## src/rtl/pic_pkg.sv

```systemverilog
package pic_pkg;
  localparam int LVL_W = 3;

  typedef enum logic {RD_WORD, RD_RAM} rd_src_e;

  localparam logic [7:0] A_VEC  = 8'h20;
  localparam logic [7:0] A_CUR  = 8'h40;
  localparam logic [7:0] A_EOI  = 8'h41;
  localparam logic [7:0] A_PEND = 8'h42;
  localparam logic [7:0] A_SPUR = 8'h43;
  localparam logic [7:0] A_FVEC = 8'h44;
  localparam logic [7:0] A_FCFG = 8'h45;
endpackage

```

## src/rtl/pic_input_stage.sv

```systemverilog
module pic_input_stage #(
  parameter int NLINE = 13
) (
  input  logic             clk,
  input  logic             rst,
  input  logic [NLINE-1:0] raw_i,
  input  logic [NLINE-1:0] edge_mode_i,
  input  logic [NLINE-1:0] clr_i,
  output logic [NLINE-1:0] pend_o
);
  logic [NLINE-1:0] s1, s2, lat;

  always_ff @(posedge clk) begin
    if (rst) begin
      s1 <= '0;
      s2 <= '0;
    end else begin
      s1 <= raw_i;
      s2 <= s1;
    end
  end

  for (genvar g = 0; g < NLINE; g++) begin : g_line
    always_ff @(posedge clk) begin
      if (rst)                  lat[g] <= 1'b0;
      else if (s1[g] && !s2[g]) lat[g] <= 1'b1;
      else if (clr_i[g])        lat[g] <= 1'b0;
    end
    assign pend_o[g] = edge_mode_i[g] ? lat[g] : s1[g];
  end
endmodule

```

## src/rtl/pic_arbiter.sv

```systemverilog
module pic_arbiter #(
  parameter int NSRC  = 12,
  parameter int IDX_W = 4,
  parameter int LVL_W = 3
) (
  input  logic [NSRC-1:0]            req_i,
  input  logic [NSRC-1:0][LVL_W-1:0] prio_i,
  output logic                       valid_o,
  output logic [IDX_W-1:0]           idx_o,
  output logic [LVL_W-1:0]           lvl_o
);
  always_comb begin
    valid_o = 1'b0;
    idx_o   = '0;
    lvl_o   = '0;
    // scan downward; ">=" lets a lower index take over an equal level
    for (int i = NSRC - 1; i >= 0; i--) begin
      if (req_i[i] && (!valid_o || prio_i[i] >= lvl_o)) begin
        valid_o = 1'b1;
        lvl_o   = prio_i[i];
        idx_o   = IDX_W'(i);
      end
    end
  end
endmodule

```

## src/rtl/pic_level_stack.sv

```systemverilog
module pic_level_stack #(
  parameter int DEPTH = 8,
  parameter int LVL_W = 3
) (
  input  logic             clk,
  input  logic             rst,
  input  logic             push_i,
  input  logic             pop_i,
  input  logic [LVL_W-1:0] lvl_i,
  output logic             empty_o,
  output logic [LVL_W-1:0] top_o
);
  localparam int CW = $clog2(DEPTH + 1);
  localparam int PW = (DEPTH > 1) ? $clog2(DEPTH) : 1;

  logic [LVL_W-1:0] stk [DEPTH];
  logic [CW-1:0]    cnt;
  logic [CW-1:0]    cm1;

  assign cm1     = cnt - 1'b1;
  assign empty_o = (cnt == '0);
  assign top_o   = stk[cm1[PW-1:0]];

  always_ff @(posedge clk) begin
    if (rst) begin
      cnt <= '0;
    end else if (push_i && pop_i) begin
      if (cnt == '0) begin
        stk[0] <= lvl_i;
        cnt    <= CW'(1);
      end else begin
        stk[cm1[PW-1:0]] <= lvl_i;
      end
    end else if (push_i) begin
      if (cnt < CW'(DEPTH)) begin
        stk[cnt[PW-1:0]] <= lvl_i;
        cnt              <= cnt + 1'b1;
      end
    end else if (pop_i && cnt != '0) begin
      cnt <= cm1;
    end
  end
endmodule

```

## src/rtl/prio_irq_ctrl.sv

```systemverilog
module prio_irq_ctrl
  import pic_pkg::*;
#(
  parameter int N_INT     = 8,
  parameter int N_EXT     = 5,
  parameter int STK_DEPTH = 8
) (
  input  logic             clk,
  input  logic             rst,
  input  logic [N_INT-1:0] int_src_i,
  input  logic [N_EXT-1:0] ext_src_i,
  input  logic             wr_en_i,
  input  logic             rd_en_i,
  input  logic [7:0]       addr_i,
  input  logic [31:0]      wdata_i,
  output logic [31:0]      rdata_o,
  output logic             rvalid_o,
  output logic             irq_o,
  output logic             fiq_o
);
  localparam int NSRC  = N_INT + N_EXT - 1;
  localparam int NLINE = NSRC + 1;
  localparam int FAST  = NSRC;
  localparam int IDX_W = $clog2(NSRC);
  localparam int VDEP  = 1 << IDX_W;

  // configuration
  logic [NSRC-1:0]            en_q, edg_q;
  logic [NSRC-1:0][LVL_W-1:0] prio_q;
  logic [31:0]                vec_mem [VDEP];
  logic [31:0]                spur_q, fvec_q;
  logic                       fen_q, fedge_q;

  // datapath
  logic [NLINE-1:0] lines, mode, clr, pend;
  logic [NSRC-1:0]  req;
  logic             win_valid, stk_empty;
  logic [IDX_W-1:0] win_idx, ram_idx, sel_idx;
  logic [LVL_W-1:0] win_lvl, stk_top;
  logic             ctrl_hit, vec_hit, cur_rd, push, pop;

  // read path
  logic [31:0] ram_q, rword_d, rword_q, pend_word;
  rd_src_e     rsrc_q;

  assign sel_idx  = addr_i[IDX_W-1:0];
  assign ctrl_hit = (addr_i[7:5] == 3'b000) && (addr_i[4:0] < 5'(NSRC));
  assign vec_hit  = (addr_i[7:5] == A_VEC[7:5]) && (addr_i[4:0] < 5'(NSRC));
  assign cur_rd   = rd_en_i && (addr_i == A_CUR);
  assign push     = cur_rd && win_valid;
  assign pop      = wr_en_i && (addr_i == A_EOI);

  assign lines = {ext_src_i[0], ext_src_i[N_EXT-1:1], int_src_i};
  assign mode  = {fedge_q, edg_q};
  assign req   = pend[NSRC-1:0] & en_q;

  for (genvar g = 0; g < NSRC; g++) begin : g_clr
    assign clr[g] = push && (win_idx == IDX_W'(g));
  end
  assign clr[FAST] = rd_en_i && (addr_i == A_FVEC);

  pic_input_stage #(.NLINE(NLINE)) u_in (
    .clk        (clk),
    .rst        (rst),
    .raw_i      (lines),
    .edge_mode_i(mode),
    .clr_i      (clr),
    .pend_o     (pend)
  );

  pic_arbiter #(.NSRC(NSRC), .IDX_W(IDX_W), .LVL_W(LVL_W)) u_arb (
    .req_i  (req),
    .prio_i (prio_q),
    .valid_o(win_valid),
    .idx_o  (win_idx),
    .lvl_o  (win_lvl)
  );

  pic_level_stack #(.DEPTH(STK_DEPTH), .LVL_W(LVL_W)) u_stk (
    .clk    (clk),
    .rst    (rst),
    .push_i (push),
    .pop_i  (pop),
    .lvl_i  (win_lvl),
    .empty_o(stk_empty),
    .top_o  (stk_top)
  );

  // per-source control registers
  always_ff @(posedge clk) begin
    if (rst) begin
      en_q   <= '0;
      edg_q  <= '0;
      prio_q <= '0;
    end else if (wr_en_i && ctrl_hit) begin
      for (int i = 0; i < NSRC; i++) begin
        if (sel_idx == IDX_W'(i)) begin
          en_q[i]   <= wdata_i[0];
          prio_q[i] <= wdata_i[6:4];
          edg_q[i]  <= (i >= N_INT) ? wdata_i[8] : 1'b0;
        end
      end
    end
  end

  // global registers
  always_ff @(posedge clk) begin
    if (rst) begin
      spur_q  <= '0;
      fvec_q  <= '0;
      fen_q   <= 1'b0;
      fedge_q <= 1'b0;
    end else if (wr_en_i) begin
      if (addr_i == A_SPUR) spur_q <= wdata_i;
      if (addr_i == A_FVEC) fvec_q <= wdata_i;
      if (addr_i == A_FCFG) begin
        fen_q   <= wdata_i[0];
        fedge_q <= wdata_i[8];
      end
    end
  end

  // vector memory: one write port, one synchronous read port
  assign ram_idx = push ? win_idx : sel_idx;

  always_ff @(posedge clk) begin
    if (wr_en_i && vec_hit) vec_mem[sel_idx] <= wdata_i;
    ram_q <= vec_mem[ram_idx];
  end

  always_comb begin
    pend_word           = '0;
    pend_word[NSRC-1:0] = pend[NSRC-1:0];
    pend_word[31]       = pend[FAST];
  end

  always_comb begin
    rword_d = '0;
    if (ctrl_hit)
      rword_d = {23'b0, edg_q[sel_idx], 1'b0, prio_q[sel_idx], 3'b0, en_q[sel_idx]};
    else begin
      case (addr_i)
        A_CUR:   rword_d = spur_q;
        A_PEND:  rword_d = pend_word;
        A_SPUR:  rword_d = spur_q;
        A_FVEC:  rword_d = fvec_q;
        A_FCFG:  rword_d = {23'b0, fedge_q, 7'b0, fen_q};
        default: rword_d = '0;
      endcase
    end
  end

  always_ff @(posedge clk) begin
    if (rst) begin
      rvalid_o <= 1'b0;
      rsrc_q   <= RD_WORD;
      rword_q  <= '0;
    end else begin
      rvalid_o <= rd_en_i;
      rsrc_q   <= (push || vec_hit) ? RD_RAM : RD_WORD;
      rword_q  <= rword_d;
    end
  end

  assign rdata_o = (rsrc_q == RD_RAM) ? ram_q : rword_q;

  // request outputs
  always_ff @(posedge clk) begin
    if (rst) begin
      irq_o <= 1'b0;
      fiq_o <= 1'b0;
    end else begin
      irq_o <= win_valid && (stk_empty || win_lvl > stk_top);
      fiq_o <= fen_q && pend[FAST];
    end
  end
endmodule

```

## config.mk

```make
export PLATFORM = sky130hd
export DESIGN_NAME = prio_irq_ctrl
export DESIGN_NICKNAME = d
export VERILOG_FILES = /design/src/rtl/pic_pkg.sv /design/src/rtl/pic_input_stage.sv /design/src/rtl/pic_arbiter.sv /design/src/rtl/pic_level_stack.sv /design/src/rtl/prio_irq_ctrl.sv
export SDC_FILE = /design/constraint.sdc
export NUM_CORES = 1
export LEC_CHECK = 0
export ABC_AREA = 1
export BUFFER_PORTS_ARGS = -buffer_cell sky130_fd_sc_hd__buf_4
export CAP_MARGIN = 20
export CORE_MARGIN = 4
export CORE_UTILIZATION = 60
export CTS_CLUSTER_SIZE = 8
export DETAILED_ROUTE_END_ITERATION = 10
export PLACE_DENSITY = 0.76
export SYNTH_ARGS = -nofsm -noshare
export SYNTH_HDL_FRONTEND = slang
export SYNTH_SLANG_ARGS = --single-unit
```

## constraint.sdc

```tcl
create_clock -name clk -period 15.6 [get_ports clk]
set_input_delay 1.56 -clock clk [delete_from_list [all_inputs] [get_ports clk]]
set_output_delay 1.56 -clock clk [all_outputs]
set_load 0.02 [all_outputs]
```

==> results.txt <==
----------------------------------------------------
[Logic synthesis]
  Synthesis warning total ... 0
  Sequential cell area fraction in the yosys report ... 62.3%
  Distinct cell type count of the synthesized netlist ... 53
  Synthesis-stage register bit count ... 749
  Mapped Avg Cell Area ... 9.70 µm²
  Cell count after synthesis ... 3369
  Post-synthesis cell area ... 32700 µm²

[Final layout]
  Most used cells in the layout excluding fill and tap cells ... 709 x nand2_1, 638 x nand3_1, 536 x edfxtp_1
  Number of fill cells in the layout ... 3938
  Final design area excluding fillers ... 37300 µm²
  Synthesis-to-layout area growth ... 14.2%
  Total Nets Final ... 3636
  Share of cells above drive strength 1 ... 9.48%
  Count of placed standard cells in the final layout, fillers left out ... 4325
  Commonest non-fill, non-tap cell in the layout ... nand2_1
  Share of the core filled with cells in the final layout ... 69.2%

[Critical path]
  Worst path most repeated cell ... nand2_1
  Worst reg2reg path depth ... 106
  Maximum net fanout on the critical path ... 18
  Slowest Stage Delay on Critical Path ... 550 ps
  Worst path bufs/invs ... 19
  Critical path class ... reg2reg
  CP delay by family, top ... simple AND/OR/NAND/NOR gates
  Startpoint Class ... flop
  Levels on crit path ... 106
  Type of destination of the critical path ... flop
  CP Data Required Time ... 16190 ps
  CP arrival ... 14550 ps
  Master of the slowest instance on the critical path ... nor2_4

[Place]
  Routability congestion estimate ... 0.966
  Input/output buffers ... 91
  Dpl cell area ... 34200 µm²
  Post-placement cell count ... 4132
  HPWL after detailed placement ... 48700 µm

[Power and ir drop]
  Logic gate share of total power ... 4.9%
  Relative contribution of the clock network to total power ... 46.2%
  Net switching share of the total power ... 22.1%
  Peak ir drop on the vdd network ... 0.0928 mV
  Cell internal pwr ... 3.49 mW
  NetSw ... 992 µW
  Pwr per Cell Area ... 120 nW/µm²
  Static leakage power ... 15.5 nW
  Sequential group share of total power ... 48.9%

[Timing]
  Final min period ... 13960 ps
  Maximum clock frequency ... 71.6 MHz
  Setup total negative slack ... 0 ps
  Total of endpoints with negative setup slack in the final report ... 0
  Number of pins exceeding their max-slew limit in the final report ... 0
  Worst clock skew ... 31.5 ps
  Hold Fails Final Rpt ... 0
  Hold slack final ... 429 ps
  Max-slew headroom ... 25.9%
  Slew @ Worst Pin ... 1110 ps
  Final period util ... 89.5%

[Clock tree]
  Clock insertion delay at the later pin of the skew report ... 650 ps
  TritonCTS clock tree ... yes
  Number of CTS-inserted buffers ... 103
  Clock sinks ... 749
  H-tree lvl count ... 3
  Post-cts hold buffer count ... 0
  Maximum clock path buffer count ... 3
  Cell at the root of the clock tree ... clkbuf_16
  Clock transition at the registers of the reported paths ... 50 ps

[Routing]
  Total number of vias ... 25434
  Routed length per instance ... 20.8 µm
  Antenna-violating nets left ... 0
  Number of DRC violations after detailed routing ... 0
  Drt via density ... 5.88
  Total length of routed wires ... 90100 µm
  Pre-Repair DR Iteration Count ... 6
  Iteration-0 DRC Markers ... 2903

[Die]
  Standard-cell row count ... 85
  Die height ... 241 µm
  Initial core utilization ... 60.6%
  Die width ... 241 µm
  Area enclosed by the die boundary ... 58300 µm²
  Core area ... 53900 µm²
  Number of top-level pins ... 92

[Worst hold path]
  Hold depth ... 1
  Path type of the worst min-delay path ... reg2reg

[Global route]
  Total GRT Usage ... 30.1%
  Residual overflow from global routing ... 0
  Pin count of the biggest net entering global routing ... 122
  Wire length of the first global-routing pass ... 136000 µm
  Number of antenna violations at the first check in global routing ... 0
  Via count of the first global-routing pass ... 25368

[Status]
  Run status ... complete, no violations

[Flow run]
  Maximum capacitance violations ... 0

----------------------------------------------------
==> power by group through the flow <==
stage | registers (mW) | logic, mW | clock network [mW]
3_3_place_gp | 2.23 | 0.204 | 0
4_1_cts | 2.19 | 0.212 | 2.08
6_report | 2.19 | 0.219 | 2.07
5_1_grt | 2.19 | 0.241 | 2.18
3_5_place_dp | 2.23 | 0.211 | 0
2_1_floorplan | 2.22 | 0.136 | 0
==> state kept, by name, summed over array words and instances, names as in the netlist, 4 cells and up <==
name,cells
edg_q,4
en_q,12
fvec_q,32
prio_q,36
ram_q,32
rword_q,32
spur_q,32
u_in.lat,5
u_in.s1,13
u_in.s2,5
u_stk.cnt,4
u_stk.stk,24
vec_mem,512
==> worst reg2reg max path: cells and delay by family, from the launching register on <==
family / cells / cell delay [ps]
AOI/OAI and AO/OA: 24 / 3470
and+or+nand+nor: 52 / 5030
DFF: 1 / 330
buffers and inverters: 19 / 1830
adders and majority gates: 11 / 3230
==> timing repair <==
action | 4_1_cts | 5_1_grt
setup endpoints to repair | 0 | 32
gates resized for setup | 0 | 14
setup buffers | 0 | 0
==> final timing paths <==
path	from	endpoint	slack [ps]
max	edg_q[11]	ram_q[8]	1640
min	u_in.s2[8]	u_in.lat[8]	430
max reg2reg	edg_q[11]	ram_q[8]	1640
min reg2reg	u_in.s2[8]	u_in.lat[8]	430
==> cells in the mapped netlist (all sizes together) <==
cell	count	area (µm²)
xnor2	1	8.76
xor2	1	8.76
a221oi	5	43.8
nand2	735	2880
a41oi	2	17.5
mux2	32	360
a21oi	112	561
a22oi	28	210
dfxtp	213	4260
edfxtp	536	16100
o22ai	21	131
nor3	20	100
a31oi	5	31.3
and2	2	12.5
o41ai	1	8.76
nand3	648	3300
a2111oi	1	8.76
and3	1	6.26
conb	1	3.75
nor2	154	578
a32o	1	10.0
or3	1	6.26
nor3b	1	7.51
or2	2	12.5
a311oi	1	8.76
o2bb2ai	1	8.76
clkinv	4	15.0
nor4	9	56.3
nand3b	1	7.51
inv	432	1620
ha	33	413
o31ai	2	15.0
o211ai	2	25.0
clkbuf	89	334
o2111ai	1	8.76
a21boi	2	15.0
o21ai	159	807
buf	102	622
a211oi	1	7.51
o221ai	3	26.3
nand4	3	25.0
==> through the flow <==
| step | power (mW) | setup WS (ps) |
|---|---|---|
| floorplan | 2.36 | 3780 |
| global placement | 2.43 | 1990 |
| detailed placement | 2.44 | 1260 |
| CTS | 4.49 | 1180 |
| global route | 4.61 | -0.522 |
| finish | 4.48 | 1640 |
==> per-layer routing <==
| layer | wire, µm | GRT usage (%) | vias to the layer above |
|---|---|---|---|
| li1 | - | - | 11592 |
| met1 | 34300 | 38.3 | 12190 |
| met2 | 43800 | 50.9 | 1385 |
| met3 | 8290 | 4.95 | 267 |
| met4 | 3630 | 13.9 | 0 |
| met5 | 0 | 0 | - |
==> area by class of cell <==
| type | instances | area, µm² | share of cell area [%] |
|---|---|---|---|
| Sequential cell | 749 | 20400 | 54.5 |
| Antenna cell | 1 | 2.50 | 0.00670 |
| Inverter | 436 | 1650 | 4.43 |
| Multi-Input combinational cell | 2125 | 10400 | 27.9 |
| Clock buffer | 181 | 2910 | 7.80 |
| Timing Repair Buffer | 131 | 1040 | 2.79 |
| Tap cell | 696 | 871 | 2.33 |
| Clock inverter | 6 | 81.3 | 0.218 |
==> kinds of logic (layout without fill, tap and decap cells) <==
kind of cell               Yosys count  in the layout  share of synthesized area, %
and+or+nand+nor                   1577           1582                          21.4
DFF                                749            749                          62.3
buffers and inverters              627            754                          7.93
AOI/OAI and AO/OA                  348            348                          5.95
adders and majority gates           33             33                          1.26
muxes                               32             32                          1.10
xor gates and xnor gates             2              2                        0.0536
other                                1            129                        0.0115
(Power assumes the default switching activity.)
